**src/rtl/quad_dac_loader.sv**
```systemverilog
module quad_dac_loader #(
  parameter int          NCH       = 4,
  parameter int          CW        = 16,
  parameter logic [3:0]  BOARD_ID  = 4'h0,
  parameter logic [3:0]  MODE_ADDR = 4'd12
) (
  input  logic              clk,
  input  logic              rst_n,
  input  logic [7:0]        bus_wdata,
  input  logic              addr_stb,
  input  logic              data_wr,
  input  logic              data_rd,
  input  logic              latch_pulse,
  output logic [7:0]        rdata,
  output logic              load_strb,
  output logic [NCH*CW-1:0] dac_codes
);
  localparam int         BPC       = CW / 8;
  localparam int         NBYTES    = NCH * BPC;
  localparam int         IW        = $clog2(NBYTES);
  localparam logic [3:0] XFER_ADDR = 4'(NBYTES);
  localparam logic [CW-1:0] MID    = {1'b1, {(CW-1){1'b0}}};

  logic              sel_q;
  logic [3:0]        ptr_q;
  logic              mode_q;
  logic [7:0]        hold_b [NBYTES];
  logic [NCH*CW-1:0] hold_flat;

  wire wr_hit = sel_q && data_wr && !addr_stb;
  wire rd_hit = sel_q && data_rd && !data_wr && !addr_stb;
  wire xfer   = mode_q ? (wr_hit && ptr_q == XFER_ADDR) : latch_pulse;

  always_ff @(posedge clk) begin
    if (!rst_n) begin
      sel_q <= 1'b0;
      ptr_q <= '0;
    end else if (addr_stb) begin
      sel_q <= (bus_wdata[7:4] == BOARD_ID);
      ptr_q <= bus_wdata[3:0];
    end else if (wr_hit || rd_hit) begin
      ptr_q <= ptr_q + 4'd1;
    end
  end

  always_ff @(posedge clk) begin
    if (!rst_n)                           mode_q <= 1'b0;
    else if (wr_hit && ptr_q == MODE_ADDR) mode_q <= bus_wdata[0];
  end

  for (genvar b = 0; b < NBYTES; b++) begin : g_hold
    always_ff @(posedge clk) begin
      if (!rst_n)                        hold_b[b] <= MID[(b % BPC)*8 +: 8];
      else if (wr_hit && ptr_q == 4'(b)) hold_b[b] <= bus_wdata;
    end
    assign hold_flat[b*8 +: 8] = hold_b[b];
  end

  always_ff @(posedge clk) begin
    if (!rst_n) begin
      dac_codes <= {NCH{MID}};
      load_strb <= 1'b0;
    end else begin
      load_strb <= xfer;
      if (xfer) dac_codes <= hold_flat;
    end
  end

  always_comb begin
    rdata = 8'h00;
    if (sel_q) begin
      if (ptr_q < XFER_ADDR)       rdata = hold_b[ptr_q[IW-1:0]];
      else if (ptr_q == MODE_ADDR) rdata = {7'b0, mode_q};
    end
  end
endmodule

```
**config.mk**
```make
export PLATFORM = sky130hd
export DESIGN_NAME = quad_dac_loader
export DESIGN_NICKNAME = d
export VERILOG_FILES = /design/src/rtl/quad_dac_loader.sv
export SDC_FILE = /design/constraint.sdc
export NUM_CORES = 1
export LEC_CHECK = 0
export ABC_AREA = 0
export CORE_ASPECT_RATIO = 1.75
export CORE_MARGIN = 3
export CORE_UTILIZATION = 30
export DETAILED_ROUTE_END_ITERATION = 16
export PLACE_DENSITY_LB_ADDON = 0.12
export SYNTH_ARGS = -nofsm -noshare
export SYNTH_HDL_FRONTEND = slang
export SYNTH_SLANG_ARGS = --single-unit
```
**constraint.sdc**
```tcl
create_clock -name clk -period 4.29 [get_ports clk]
set_clock_uncertainty 0.2 [all_clocks]
set_input_delay 0.429 -clock clk [delete_from_list [all_inputs] [get_ports clk]]
set_output_delay 0.429 -clock clk [all_outputs]
set_load 0.02 [all_outputs]
```
# After elaboration in Yosys (flattened, before gate mapping)
# Memory sizes are Yosys's and may differ from the RTL's. A register that Yosys moved wholly into a read port is not among the register bits.
# Index checks and enable logic that the tools add are counted.
# Widths: inputs -> output; s select.
classes:
  reduce_logical: 29
  n_addsub: 1
  bitwise_logic: 8
  magnitude_cmp: 1
  n_eq_ne: 9
  muxes: 41
op_table:
  columns: ["cell", "count"]
  rows:
  - ["$mux 8", 10]
  - ["$mux 1", 27]
  - ["$eq 4x3->1 const B", 4]
  - ["$logic_and 1x1->1", 15]
  - ["$logic_not 1->1", 10]
  - ["$eq 4x2->1 const B", 2]
  - ["$eq 4x4->1 const B", 2]
  - ["$logic_not 4->1", 2]
  - ["$mux 4", 2]
  - ["$or 1x1->1", 8]
  - ["$mux 3", 2]
  - ["$add 4x1->4 const B", 1]
  - ["$eq 4x1->1 const B", 1]
  - ["$lt 4x4->1 const B", 1]
  - ["$reduce_bool 2->1", 1]
  - ["$logic_or 1x1->1", 1]
word_totals:
  inputBits: 14
  ram_bits: 64
  word_cells: 94
  register_bits: 7
  output_inout_bits: 73
  memories: 1
mem_list:
  columns: ["name", "depth", "width", "read_ports", "rd_ports_with_merged_regs", "write_ports", "line_no", "rtl"]
  rows:
  - ["hold_b", 8, 8, 9, 9, 8, "27", "logic [7:0] hold_b [NBYTES];"]

# Logic depth before layout (Yosys ltp)
# Gate-level depths: netlist of run 1.
depth:
  ltp_word: 8
  ltp_mapped: 8
  mapped_depth_nobuf: 6

# Least setup slack after synthesis of run 1
# No wires, ideal clock.
synth_timing:
  path_type: "register to output"
  startpoint: "reg with a tool-made name"
  endpoint: "out rdata[0]"
  n_path_buf: 1
  required_ns: 3.661
  setup_slack_ns: 2.017
  path_stages_with_launch: 5
  arrival_time_ns: 1.644
  path_cell_list: "dfxtp_1 -> clkbuf_1 -> mux4_2 -> o211ai_1 -> o21ai_0"
synth_rtl:
  columns: ["item", "line_no", "rtl"]
  rows:
  - ["end: declaration", "14", "output logic [7:0] rdata,"]

==> out/metrics.json, run 1 <==
{
  "outcome": {"value": "completed"},
  "grt.met3_usage": {"value": 3.692, "unit": "%"},
  "worst_ep_arrival_time": {"value": 2810, "unit": "ps"},
  "ys.flop_type": {"value": "dfxtp_1"},
  "detail_route.first_pass.iterations": {"value": 4},
  "cts.htree.levels": {"value": 4},
  "cts_post_setup_buffers_inserted": {"value": 0},
  "cts.repair.resized": {"value": 0},
  "max_cap_viol_count": {"value": 0},
  "groute.layer.met1.usage": {"value": 16.89, "unit": "%"},
  "cts_sinks": {"value": 138},
  "placed_area": {"value": 6827, "unit": "um2"},
  "critPathMaxStageDelay": {"value": 960, "unit": "ps"},
  "grt_antenna_before_repair": {"value": 1},
  "fp.dieH": {"value": 189.9, "unit": "um"},
  "dp_hpwl": {"value": 11.76, "unit": "mm"},
  "fp-row-count": {"value": 66},
  "drt-initial-drc-count": {"value": 259},
  "critical_path_buf_inv_count": {"value": 1},
  "worst_setup_hold_path_clk_slew": {"value": 60, "unit": "ps"},
  "reg2reg_depth": {"value": 7},
  "grt.total_usage": {"value": 15.52, "unit": "%"},
  "synth_seq_cells": {"value": 138},
  "die_footprint": {"value": 21100, "unit": "um2"},
  "post_synth_inst_count": {"value": 532},
  "boundaryPins": {"value": 87},
  "yosysWarnings": {"value": 0},
  "cp.required": {"value": 3660, "unit": "ps"},
  "grt_pass1_wl": {"value": 24.82, "unit": "mm"},
  "finalNonFillerCells": {"value": 859},
  "detail-route-antenna-nets": {"value": 0},
  "hold_class": {"value": "reg2reg"},
  "vdd_drop_max": {"value": 0.0002298, "unit": "V"},
  "groute.layer.met2.usage": {"value": 28.67, "unit": "%"},
  "syn-num-nets": {"value": 550},
  "number_of_enable_type_register_cells_in_the_synthesized_netlist": {"value": 64},
  "synth_seq_area_share": {"value": 58.67, "unit": "%"},
  "grt_max_degree": {"value": 126},
  "core": {"value": 18830, "unit": "um2"},
  "crit_fanout": {"value": 17},
  "clock_insertion_delay_worst_skew": {"value": 420, "unit": "ps"},
  "routed_wirelength": {"value": 16.01, "unit": "mm"},
  "worst_slew_pin_slew": {"value": 1125, "unit": "ps"},
  "critical_path.cell_chain": {"value": "mux4_2 -> mux2i_1 -> nor2_1 -> clkdlybuf4s50_1"},
  "finalCritPeriodShare": {"value": 80.19, "unit": "%"},
  "critPathLaunchType": {"value": "flip-flop"},
  "cts_tree": {"value": "done"},
  "top_usage_layer": {"value": "met2"},
  "post_drt_via_cell_ratio": {"value": 4.801},
  "finalWorstPathRequiredPeriod": {"value": 3440, "unit": "ps"},
  "area.growth.synth_to_final": {"value": 27.89, "unit": "%"},
  "holdPathStages": {"value": 2},
  "clock_tree.buffer_depth": {"value": 2},
  "timing.final.max_slew_violations": {"value": 0},
  "placed_cells_incl_taps": {"value": 826},
  "most_common_library_cell_in_the_layout_ignoring_fill_and_taps": {"value": "clkdlybuf4s50_1"},
  "post_synth.cell_area_avg": {"value": 10.90, "unit": "um2"},
  "cp_slowest_cell": {"value": "dfxtp_1"},
  "io_buffers": {"value": 86},
  "grt_pass1_vias": {"value": 4206},
  "final-hold-violation-count": {"value": 0},
  "unrepaired_setup_endpoints_after_global_routing": {"value": "false"},
  "dieWidth": {"value": 111.1, "unit": "um"},
  "postCtsHoldBufs": {"value": 0},
  "synthesis.area": {"value": 5801, "unit": "um2"},
  "tns": {"value": 0, "unit": "ps"},
  "leakagePower": {"value": 2.575, "unit": "nW"},
  "fmax": {"value": 290.7, "unit": "MHz"},
  "worst_path_dominant_cell_family": {"value": "flip-flops"},
  "synthArstFlopShare": {"value": 0, "unit": "%"},
  "drc": {"value": 0},
  "worst_slew_margin_rel": {"value": 24.18, "unit": "%"},
  "final_area": {"value": 7418, "unit": "um2"},
  "cp_num_cells": {"value": 4},
  "cts_root_buffer": {"value": "clkbuf_16"},
  "end_kind": {"value": "output pin"},
  "grt_overflow": {"value": 0},
  "drive_above_1_share": {"value": 9.194, "unit": "%"},
  "final_cell_mix": {"value": "85 x clkdlybuf4s50_1, 74 x dfxtp_1, 73 x nand2_1"},
  "place_congestion": {"value": 0.7998},
  "vias": {"value": 4124},
  "fin_nets": {"value": 625},
  "setup_viol": {"value": 0},
  "timing_worst_setup_path_type": {"value": "reg2out"},
  "fin_total_pwr": {"value": 3.149, "unit": "mW"},
  "wire_per_inst": {"value": 18.64, "unit": "um"},
  "yosys.cell_types.count": {"value": 34},
  "power.density_cell_area": {"value": 424.5, "unit": "nW/um2"},
  "cts-buffers-inserted": {"value": 17},
  "initial_utilization": {"value": 30.81, "unit": "%"}
}
[through the flow]
stage	utilization (%)	worst slack, ps	hold slack [ps]
2_1_floorplan	-	2018	256.1
3_3_place_gp	36.26	1330	243.8
3_5_place_dp	36.26	1247	242.5
4_1_cts	39.39	809.7	251.2
5_1_grt	39.39	675.8	271.0
6_report	39.40	850.0	244.9
[synthesized netlist by cell type, types with 3 or more instances]
master    count  area [um2]
nand2_1      73       274.0
clkbuf_1     22       82.58
buf_2         4       20.02
mux2i_1      15       150.1
edfxtp_1     64        1922
o21ai_0      52       260.3
inv_1         5       18.77
buf_6         7       78.83
mux4_2       15       337.8
ha_1          4       50.05
or3_1         4       25.02
o21ai_1      22       110.1
nand3_1      62       310.3
buf_1         3       11.26
and2_1       65       406.6
nor2_1       18       67.56
nand2b_1      3       18.77
dfxtp_1      74        1481
[layer usage]
layer | vias up | wire, um
met5 | - | 14
met4 | 2 | 352
met3 | 19 | 621
met2 | 95 | 8869
met1 | 1991 | 6151
li1 | 2017 | -
[state kept, by name (all words and copies together) (netlist names), named ones only]
name / cells
dac_codes: 64
hold_b: 64
ptr_q: 4
load_strb: 1
mode_q: 1
sel_q: 1
[area by class of cell]
type / instances / area (um2)
Clock buffer: 20 / 479.2
Multi-Input combinational cell: 351 / 2176
Tap cell: 238 / 297.8
Inverter: 5 / 18.77
Antenna cell: 1 / 2.502
Clock inverter: 12 / 110.1
Fill cell: 1898 / 11410
Sequential cell: 138 / 3403
Timing Repair Buffer: 94 / 930.9
[logic make-up (layout without fill, tap and decap cells)]
kind of cell	Yosys count	in the layout	synth area share, %
other	0	1	0
flip-flops	138	138	58.67
buffers and inverters	43	131	3.818
XOR/XNOR	2	2	0.3020
multiplexers	30	30	8.412
adder cells (fa/ha/maj)	4	4	0.8628
AO/OA/AOI/OAI	82	82	7.701
AND/OR/NAND/NOR	233	233	20.23
[tightest hold or removal path: stages, from the launching register on]
cell	delay, ps
dfxtp_1	300
nand2_1	50
o21ai_1	50
[path summary, 6_finish.rpt]
check,startpoint,to,slack [ps]
setup / recovery,flip-flop,rdata[4],850
hold / removal,dac_codes[6],dac_codes[6],240
setup reg to reg,ptr_q[0],dac_codes[31],1910
hold reg to reg,dac_codes[6],dac_codes[6],240
[report_power, final]
group          internal [mW]  switching (mW)  leakage [nW]  total [mW]
sequential              1.42          0.0486          1.26        1.47
combinational          0.102           0.130          1.05       0.232
clock                  0.869           0.577         0.274        1.45
Note: power is estimated with default switching activity, not from simulation.
==> run 2: changes to the inputs <==
==> constraint.sdc (replaced) <==
create_clock -name clk -period 2.8 [get_ports clk]
set_clock_uncertainty 0.2 [all_clocks]
set_input_delay 0.28 -clock clk [delete_from_list [all_inputs] [get_ports clk]]
set_output_delay 0.28 -clock clk [all_outputs]
set_load 0.02 [all_outputs]
==> run 2 against run 1 <==
Effect of this change:
- critical path depth stayed put
- via count fell by 0.85%
- clock power rose by 45%
- die area unchanged
- largest cell class unchanged
- sequential share of layout area down 0.60 points
- sequential power is 52% higher
- critical path type unchanged
==> out/metrics.json, run 2 (synthesis gave the netlist of run 1 again) <==
{
  "cts_root_buffer": {"value": "clkbuf_16"},
  "initial_utilization": {"value": 30.81, "unit": "%", "change": "unchanged"},
  "fp.dieH": {"value": 189.9, "unit": "um", "change": "unchanged"},
  "rr_endpoint": {"value": "dac_codes[57]"},
  "ant_cells": {"value": 0, "change": "-1"},
  "worst_setup_hold_path_clk_slew": {"value": 60, "unit": "ps", "change": "about the same"},
  "vias": {"value": 4089, "change": "-0.85%"},
  "endpoint": {"value": "rdata[0]"},
  "detail-route-antenna-nets": {"value": 0, "change": "unchanged"},
  "cp_num_cells": {"value": 4, "change": "unchanged"},
  "worst_slew_margin_rel": {"value": 52.27, "unit": "%", "change": "+28 points"},
  "final_cell_mix": {"value": "77 x clkdlybuf4s50_1, 73 x nand2_1, 73 x dfxtp_1"},
  "critPathLaunchType": {"value": "flip-flop"},
  "power.density_cell_area": {"value": 629.9, "unit": "nW/um2", "change": "+48%"},
  "critPathMaxStageDelay": {"value": 520, "unit": "ps", "change": "-440 ps"},
  "hold_class": {"value": "reg2reg"},
  "drive_above_1_share": {"value": 11.34, "unit": "%", "change": "+2.1 points"},
  "cts_tree": {"value": "done"},
  "end_kind": {"value": "output pin"},
  "cts_sinks": {"value": 138, "change": "unchanged"},
  "cts_post_setup_buffers_inserted": {"value": 0, "change": "unchanged"},
  "leakagePower": {"value": 2.720, "unit": "nW", "change": "+5.6%"},
  "grt_antenna_before_repair": {"value": 0, "change": "-1"},
  "finalCritPeriodShare": {"value": 92.81, "unit": "%"},
  "grt_overflow": {"value": 0, "change": "unchanged"},
  "max_cap_viol_count": {"value": 0, "change": "unchanged"},
  "routed_wirelength": {"value": 15.84, "unit": "mm", "change": "-1.0%"},
  "cts-buffers-inserted": {"value": 17, "change": "unchanged"},
  "final-hold-violation-count": {"value": 0, "change": "unchanged"},
  "place_congestion": {"value": 0.7825, "change": "-2.2%"},
  "multi_input_comb_area": {"value": 2176, "unit": "um2", "change": "unchanged"},
  "timing.rr.start": {"value": "ptr_q[0]"},
  "area.growth.synth_to_final": {"value": 29.64, "unit": "%"},
  "clock_tree.buffer_depth": {"value": 2, "change": "unchanged"},
  "grt_pass1_wl": {"value": 24.15, "unit": "mm", "change": "-2.7%"},
  "drt-initial-drc-count": {"value": 147, "change": "-43%"},
  "unrepaired_setup_endpoints_after_global_routing": {"value": "false"},
  "crit_fanout": {"value": 2, "change": "-15"},
  "tns": {"value": 0, "unit": "ps", "change": "unchanged"},
  "die_footprint": {"value": 21100, "unit": "um2", "change": "unchanged"},
  "fillCellCount": {"value": 1855, "change": "-2.3%"},
  "top_regs": {"value": "dac_codes x64, hold_b x64, ptr_q x4"},
  "reg2reg_depth": {"value": 8, "change": "+1"},
  "worst_slew_pin_slew": {"value": 715.9, "unit": "ps", "change": "-409.6 ps"},
  "wire_per_inst": {"value": 18.15, "unit": "um", "change": "-2.6%"},
  "cp_slowest_cell": {"value": "mux4_2"},
  "drc": {"value": 0, "change": "unchanged"},
  "setup_viol": {"value": 0, "change": "unchanged"},
  "io_buffers": {"value": 86, "change": "unchanged"},
  "fin_nets": {"value": 640, "change": "+2.4%"},
  "fp-row-count": {"value": 66, "change": "unchanged"},
  "fmax": {"value": 384.8, "unit": "MHz"},
  "final_cell_utilization_of_the_core": {"value": 39.94, "unit": "%", "change": "+0.54 points"},
  "timing.final.max_slew_violations": {"value": 0, "change": "unchanged"},
  "most_common_library_cell_in_the_layout_ignoring_fill_and_taps": {"value": "clkdlybuf4s50_1"},
  "worst-r2r-setup-slack": {"value": 520, "unit": "ps", "change": "-1390 ps"},
  "post_drt_via_cell_ratio": {"value": 4.684, "change": "-2.4%"},
  "worst_path_dominant_cell_family": {"value": "multiplexers"},
  "critical_path.cell_chain": {"value": "mux4_2 -> o211ai_1 -> o21ai_0 -> dlygate4sd2_1"},
  "setup.worst_path.start": {"value": "hold_b[5][0]"},
  "core": {"value": 18830, "unit": "um2", "change": "unchanged"},
  "outcome": {"value": "completed"},
  "boundaryPins": {"value": 87, "change": "unchanged"},
  "dieWidth": {"value": 111.1, "unit": "um", "change": "unchanged"},
  "cts.htree.levels": {"value": 4, "change": "unchanged"},
  "fin_total_pwr": {"value": 4.737, "unit": "mW", "change": "+50%"},
  "detail_route.first_pass.iterations": {"value": 4, "change": "unchanged"},
  "vdd_drop_max": {"value": 0.0003157, "unit": "V", "change": "+37%"},
  "worst_ep_arrival_time": {"value": 2120, "unit": "ps", "change": "-690 ps"},
  "grt.total_usage": {"value": 14.99, "unit": "%", "change": "-0.52 points"},
  "cp.required": {"value": 2320, "unit": "ps", "change": "-1340 ps"},
  "critical_path_buf_inv_count": {"value": 1, "change": "unchanged"},
  "dp_hpwl": {"value": 11.44, "unit": "mm", "change": "-2.8%"},
  "timing_worst_setup_path_type": {"value": "reg2out"},
  "grt_pass1_vias": {"value": 4134, "change": "-1.7%"},
  "clock_insertion_delay_worst_skew": {"value": 410, "unit": "ps", "change": "about the same"},
  "finalWorstPathRequiredPeriod": {"value": 2599, "unit": "ps"},
  "seq_area": {"value": 3405, "unit": "um2", "change": "about the same"},
  "grt_max_degree": {"value": 76, "change": "-40%"}
}
[run 2: changes by cell type in the layout (fill, tap and decap cells not counted), moves of 2 or more]
cell	change
buf_4	+11
clkdlybuf4s50_1	-8
dlygate4sd2_1	+6
clkinv_2	+4
clkinvlp_4	-3
buf_12	+2
clkbuf_16	-2
dlymetal6s2s_1	+2
[run 2: metrics by stage]
stage                     hold slack (ps)  std cells  area (um2)  worst slack [ps]
after global placement              244.1        840        6957             283.2
final                               249.1        873        7520             201.4
after floorplan                     225.0        532        5801             676.5
after global routing                271.1        873        7520             116.4
after detailed placement            246.3        840        6957             265.5
after CTS                           254.7        873        7511             17.71
[run 2: cell type report]
cell class,instances,share of cell area [%]
clock buffer,18,5.707
clock inverter,14,1.614
inverter,5,0.2496
multi-input combinational,351,28.94
sequential,138,45.27
tap,238,3.960
timing repair buffer,109,14.26
[run 2: timing repair]
item                                   4_1_cts  5_1_grt
endpoints found under the hold margin        2        0
hold buffers                                 1        0
setup endpoints to repair                    8        2
pin swaps                                    0        0
resized for setup                            7        3
[run 2: how the worst min path moves through the flow]
stage	end	slack [ps]	cells past startpoint	start
2_1_floorplan	mode_q	230	2	bus_wdata[0]
3_3_place_gp	dac_codes[16]	240	2	dac_codes[16]
3_5_place_dp	dac_codes[59]	250	2	dac_codes[59]
4_1_cts	dac_codes[59]	250	2	dac_codes[59]
5_1_grt	dac_codes[39]	270	2	dac_codes[39]
6_report	dac_codes[59]	250	2	dac_codes[59]
[run 2: power breakdown]
| group | internal (mW) | switching (mW) |
|---|---|---|
| sequential | 2.18 | 0.0553 |
| clock | 1.23 | 0.879 |
| combinational | 0.173 | 0.226 |
[run 2: routing by layer]
layer  up-vias  track usage (%)  routed length [um]
li1       2049                -                   -
met1      1934            17.42                6561
met2        95            27.76                8519
met3        11            3.087                 587
met4         0            4.309                 175
met5         -                0                   0
[run 2: tightest hold or removal path: stages (launching register included)]
cell     delay [ps]
dfxtp_1         310
nand2_1          50
o21ai_1          50
==> run 3: changes to the inputs <==
--- a/config.mk
+++ b/config.mk
@@ -7,10 +7,10 @@
 export LEC_CHECK = 0
 export ABC_AREA = 0
 export CORE_ASPECT_RATIO = 1.75
-export CORE_MARGIN = 3
 export CORE_UTILIZATION = 30
 export DETAILED_ROUTE_END_ITERATION = 16
 export PLACE_DENSITY_LB_ADDON = 0.12
 export SYNTH_ARGS = -nofsm -noshare
 export SYNTH_HDL_FRONTEND = slang
 export SYNTH_SLANG_ARGS = --single-unit
+export TNS_END_PERCENT = 100
==> run 3 against run 2 <==
Effect of this change:
- power rose by 5.2%
- sequential power barely moved
- sequential cell count did not move
- global-route usage rose by 1.9 points
- register-to-register slack barely moved
- critical path depth did not move
- routed wire length rose by 0.22%
- count of clock-buffer cells in the layout rose by 2
- clock power rose by 12%
- critical path type unchanged
==> out/metrics.json, run 3 (synthesis gave the netlist of run 1 again) <==
{
  "outcome": {"value": "completed"},
  "seq_area": {"value": 3407, "unit": "um2", "change": "about the same"},
  "tns": {"value": 0, "unit": "ps", "change": "unchanged"},
  "io_buffers": {"value": 86, "change": "unchanged"},
  "max_cap_viol_count": {"value": 0, "change": "unchanged"},
  "wl_met3": {"value": 479, "unit": "um", "change": "-18%"},
  "ant_cells": {"value": 0, "change": "unchanged"},
  "boundaryPins": {"value": 87, "change": "unchanged"},
  "postCtsHoldBufs": {"value": 0, "change": "-1"},
  "crit_fanout": {"value": 2, "change": "unchanged"},
  "critPathLaunchType": {"value": "flip-flop"},
  "fmax": {"value": 379.2, "unit": "MHz", "change": "-1.5%"},
  "hold_class": {"value": "in2reg"},
  "top_layer_used": {"value": "met4"},
  "slack_of_the_critical_path": {"value": 162.8, "unit": "ps", "change": "-38.61 ps"},
  "grt_antenna_before_repair": {"value": 0, "change": "unchanged"},
  "finalCritPeriodShare": {"value": 94.19, "unit": "%", "change": "+1.4 points"},
  "vdd_drop_max": {"value": 0.0003425, "unit": "V", "change": "+8.5%"},
  "detail_route.first_pass.iterations": {"value": 4, "change": "unchanged"},
  "drt-initial-drc-count": {"value": 238, "change": "+62%"},
  "fin_nets": {"value": 636, "change": "-0.63%"},
  "setup_viol": {"value": 0, "change": "unchanged"},
  "placed_cells_incl_taps": {"value": 837, "change": "-0.36%"},
  "multi_input_comb_area": {"value": 2176, "unit": "um2", "change": "unchanged"},
  "wire_per_inst": {"value": 18.27, "unit": "um", "change": "+0.68%"},
  "cts.htree.levels": {"value": 4, "change": "unchanged"},
  "met2_length": {"value": 8.243, "unit": "mm", "change": "-3.2%"},
  "place_congestion": {"value": 0.8034, "change": "+2.7%"},
  "fillCellCount": {"value": 1797, "change": "-3.1%"},
  "detail-route-antenna-nets": {"value": 0, "change": "unchanged"},
  "clock_tree.buffer_depth": {"value": 2, "change": "unchanged"},
  "grt_overflow": {"value": 0, "change": "unchanged"},
  "worst_ep_arrival_time": {"value": 2160, "unit": "ps", "change": "+40 ps"},
  "holdWs": {"value": 64.18, "unit": "ps", "change": "-184.9 ps"},
  "dpl_worst_slack": {"value": 192.3, "unit": "ps", "change": "-73.20 ps"},
  "fin_total_pwr": {"value": 4.982, "unit": "mW", "change": "+5.2%"},
  "core": {"value": 18750, "unit": "um2", "change": "-0.44%"},
  "cts_root_buffer": {"value": "clkbuf_16"},
  "drc": {"value": 0, "change": "unchanged"},
  "final-hold-violation-count": {"value": 0, "change": "unchanged"},
  "end_kind": {"value": "output pin"},
  "cts_post_setup_buffers_inserted": {"value": 0, "change": "unchanged"},
  "finalNonFillerCells": {"value": 869, "change": "-0.46%"},
  "grt.total_usage": {"value": 16.93, "unit": "%", "change": "+1.9 points"},
  "cts.repair.resized": {"value": 8, "change": "+1"},
  "leakagePower": {"value": 2.733, "unit": "nW", "change": "+0.51%"},
  "wl_met1": {"value": 6.682, "unit": "mm", "change": "+1.8%"},
  "timing.final.max_slew_violations": {"value": 0, "change": "unchanged"},
  "unrepaired_setup_endpoints_after_global_routing": {"value": "false"},
  "final_cell_mix": {"value": "77 x clkdlybuf4s50_1, 73 x nand2_1, 73 x dfxtp_1"},
  "timing_worst_setup_path_type": {"value": "reg2out"},
  "cp.required": {"value": 2320, "unit": "ps", "change": "about the same"},
  "grt_pass1_vias": {"value": 4134, "change": "unchanged"},
  "die_footprint": {"value": 19920, "unit": "um2", "change": "-5.6%"},
  "worst_slew_margin_rel": {"value": 58.99, "unit": "%", "change": "+6.7 points"},
  "most_common_library_cell_in_the_layout_ignoring_fill_and_taps": {"value": "clkdlybuf4s50_1"},
  "cts_sinks": {"value": 138, "change": "unchanged"},
  "worst_setup_hold_path_clk_slew": {"value": 60, "unit": "ps", "change": "about the same"},
  "grt_max_degree": {"value": 100, "change": "+32%"},
  "routed_wirelength": {"value": 15.88, "unit": "mm", "change": "+0.22%"},
  "vias": {"value": 4164, "change": "+1.8%"},
  "fp.dieH": {"value": 185.9, "unit": "um", "change": "-2.1%"},
  "dp_hpwl": {"value": 11.50, "unit": "mm", "change": "+0.53%"},
  "dieWidth": {"value": 107.1, "unit": "um", "change": "-3.6%"},
  "drive_above_1_share": {"value": 11.09, "unit": "%", "change": "-0.25 points"},
  "fp-row-count": {"value": 66, "change": "unchanged"},
  "post_drt_via_cell_ratio": {"value": 4.792, "change": "+2.3%"},
  "initial_utilization": {"value": 30.94, "unit": "%", "change": "+0.14 points"},
  "power.density_cell_area": {"value": 657.2, "unit": "nW/um2", "change": "+4.3%"},
  "cts_tree": {"value": "done"},
  "cts-buffers-inserted": {"value": 17, "change": "unchanged"},
  "worst_slew_pin_slew": {"value": 612.9, "unit": "ps", "change": "-103.0 ps"},
  "area.growth.synth_to_final": {"value": 30.67, "unit": "%"},
  "top_regs": {"value": "dac_codes x64, hold_b x64, ptr_q x4"},
  "grt_pass1_wl": {"value": 24.52, "unit": "mm", "change": "+1.5%"},
  "clock_insertion_delay_worst_skew": {"value": 420, "unit": "ps", "change": "about the same"},
  "finalWorstPathRequiredPeriod": {"value": 2637, "unit": "ps", "change": "+38.61 ps"}
}
[run 3: critical path, cell delays in order, from the launching register on]
cell,delay [ps]
dfxtp_1,420
mux4_2,550
o211ai_1,260
o21ai_0,160
dlygate4sd2_1,350
[run 3: layout make-up]
| class | count | share of cell area [%] |
|---|---|---|
| Sequential cell | 138 | 44.95 |
| Multi-Input combinational cell | 351 | 28.71 |
| Timing Repair Buffer | 105 | 13.83 |
| Clock buffer | 20 | 6.603 |
| Tap cell | 238 | 3.929 |
| Clock inverter | 12 | 1.733 |
| Inverter | 5 | 0.2476 |
[run 3: final timing paths]
check                start            end  slack [ps]  cells past startpoint
max              flip-flop       rdata[0]         160                      4
min                  rst_n  dac_codes[63]          60                      2
max reg2reg       ptr_q[0]  dac_codes[37]         520                      8
min reg2reg  dac_codes[39]  dac_codes[39]         250                      2
[run 3: per-stage QoR]
stage / area [um2] / utilization (%)
after global routing: 7580 / 40.44
after detailed placement: 6947 / 37.06
after floorplan: 5801 / -
after CTS: 7575 / 40.41
final: 7580 / 40.44
after global placement: 6947 / 37.06
[run 3: power by group]
part	internal, mW	total, mW	leakage (nW)	switching, mW
Sequential	2.18	2.24	1.26	0.0574
Clock	1.47	2.35	0.298	0.876
Combinational	0.170	0.396	1.18	0.225
Total	3.82	4.98	2.73	1.16
[run 3: metal layers]
| metal | global-route usage, % | up-vias |
|---|---|---|
| li1 | - | 2037 |
| met1 | 19.60 | 1990 |
| met2 | 29.34 | 114 |
| met3 | 3.536 | 23 |
| met4 | 8.438 | 0 |
| met5 | 0 | - |
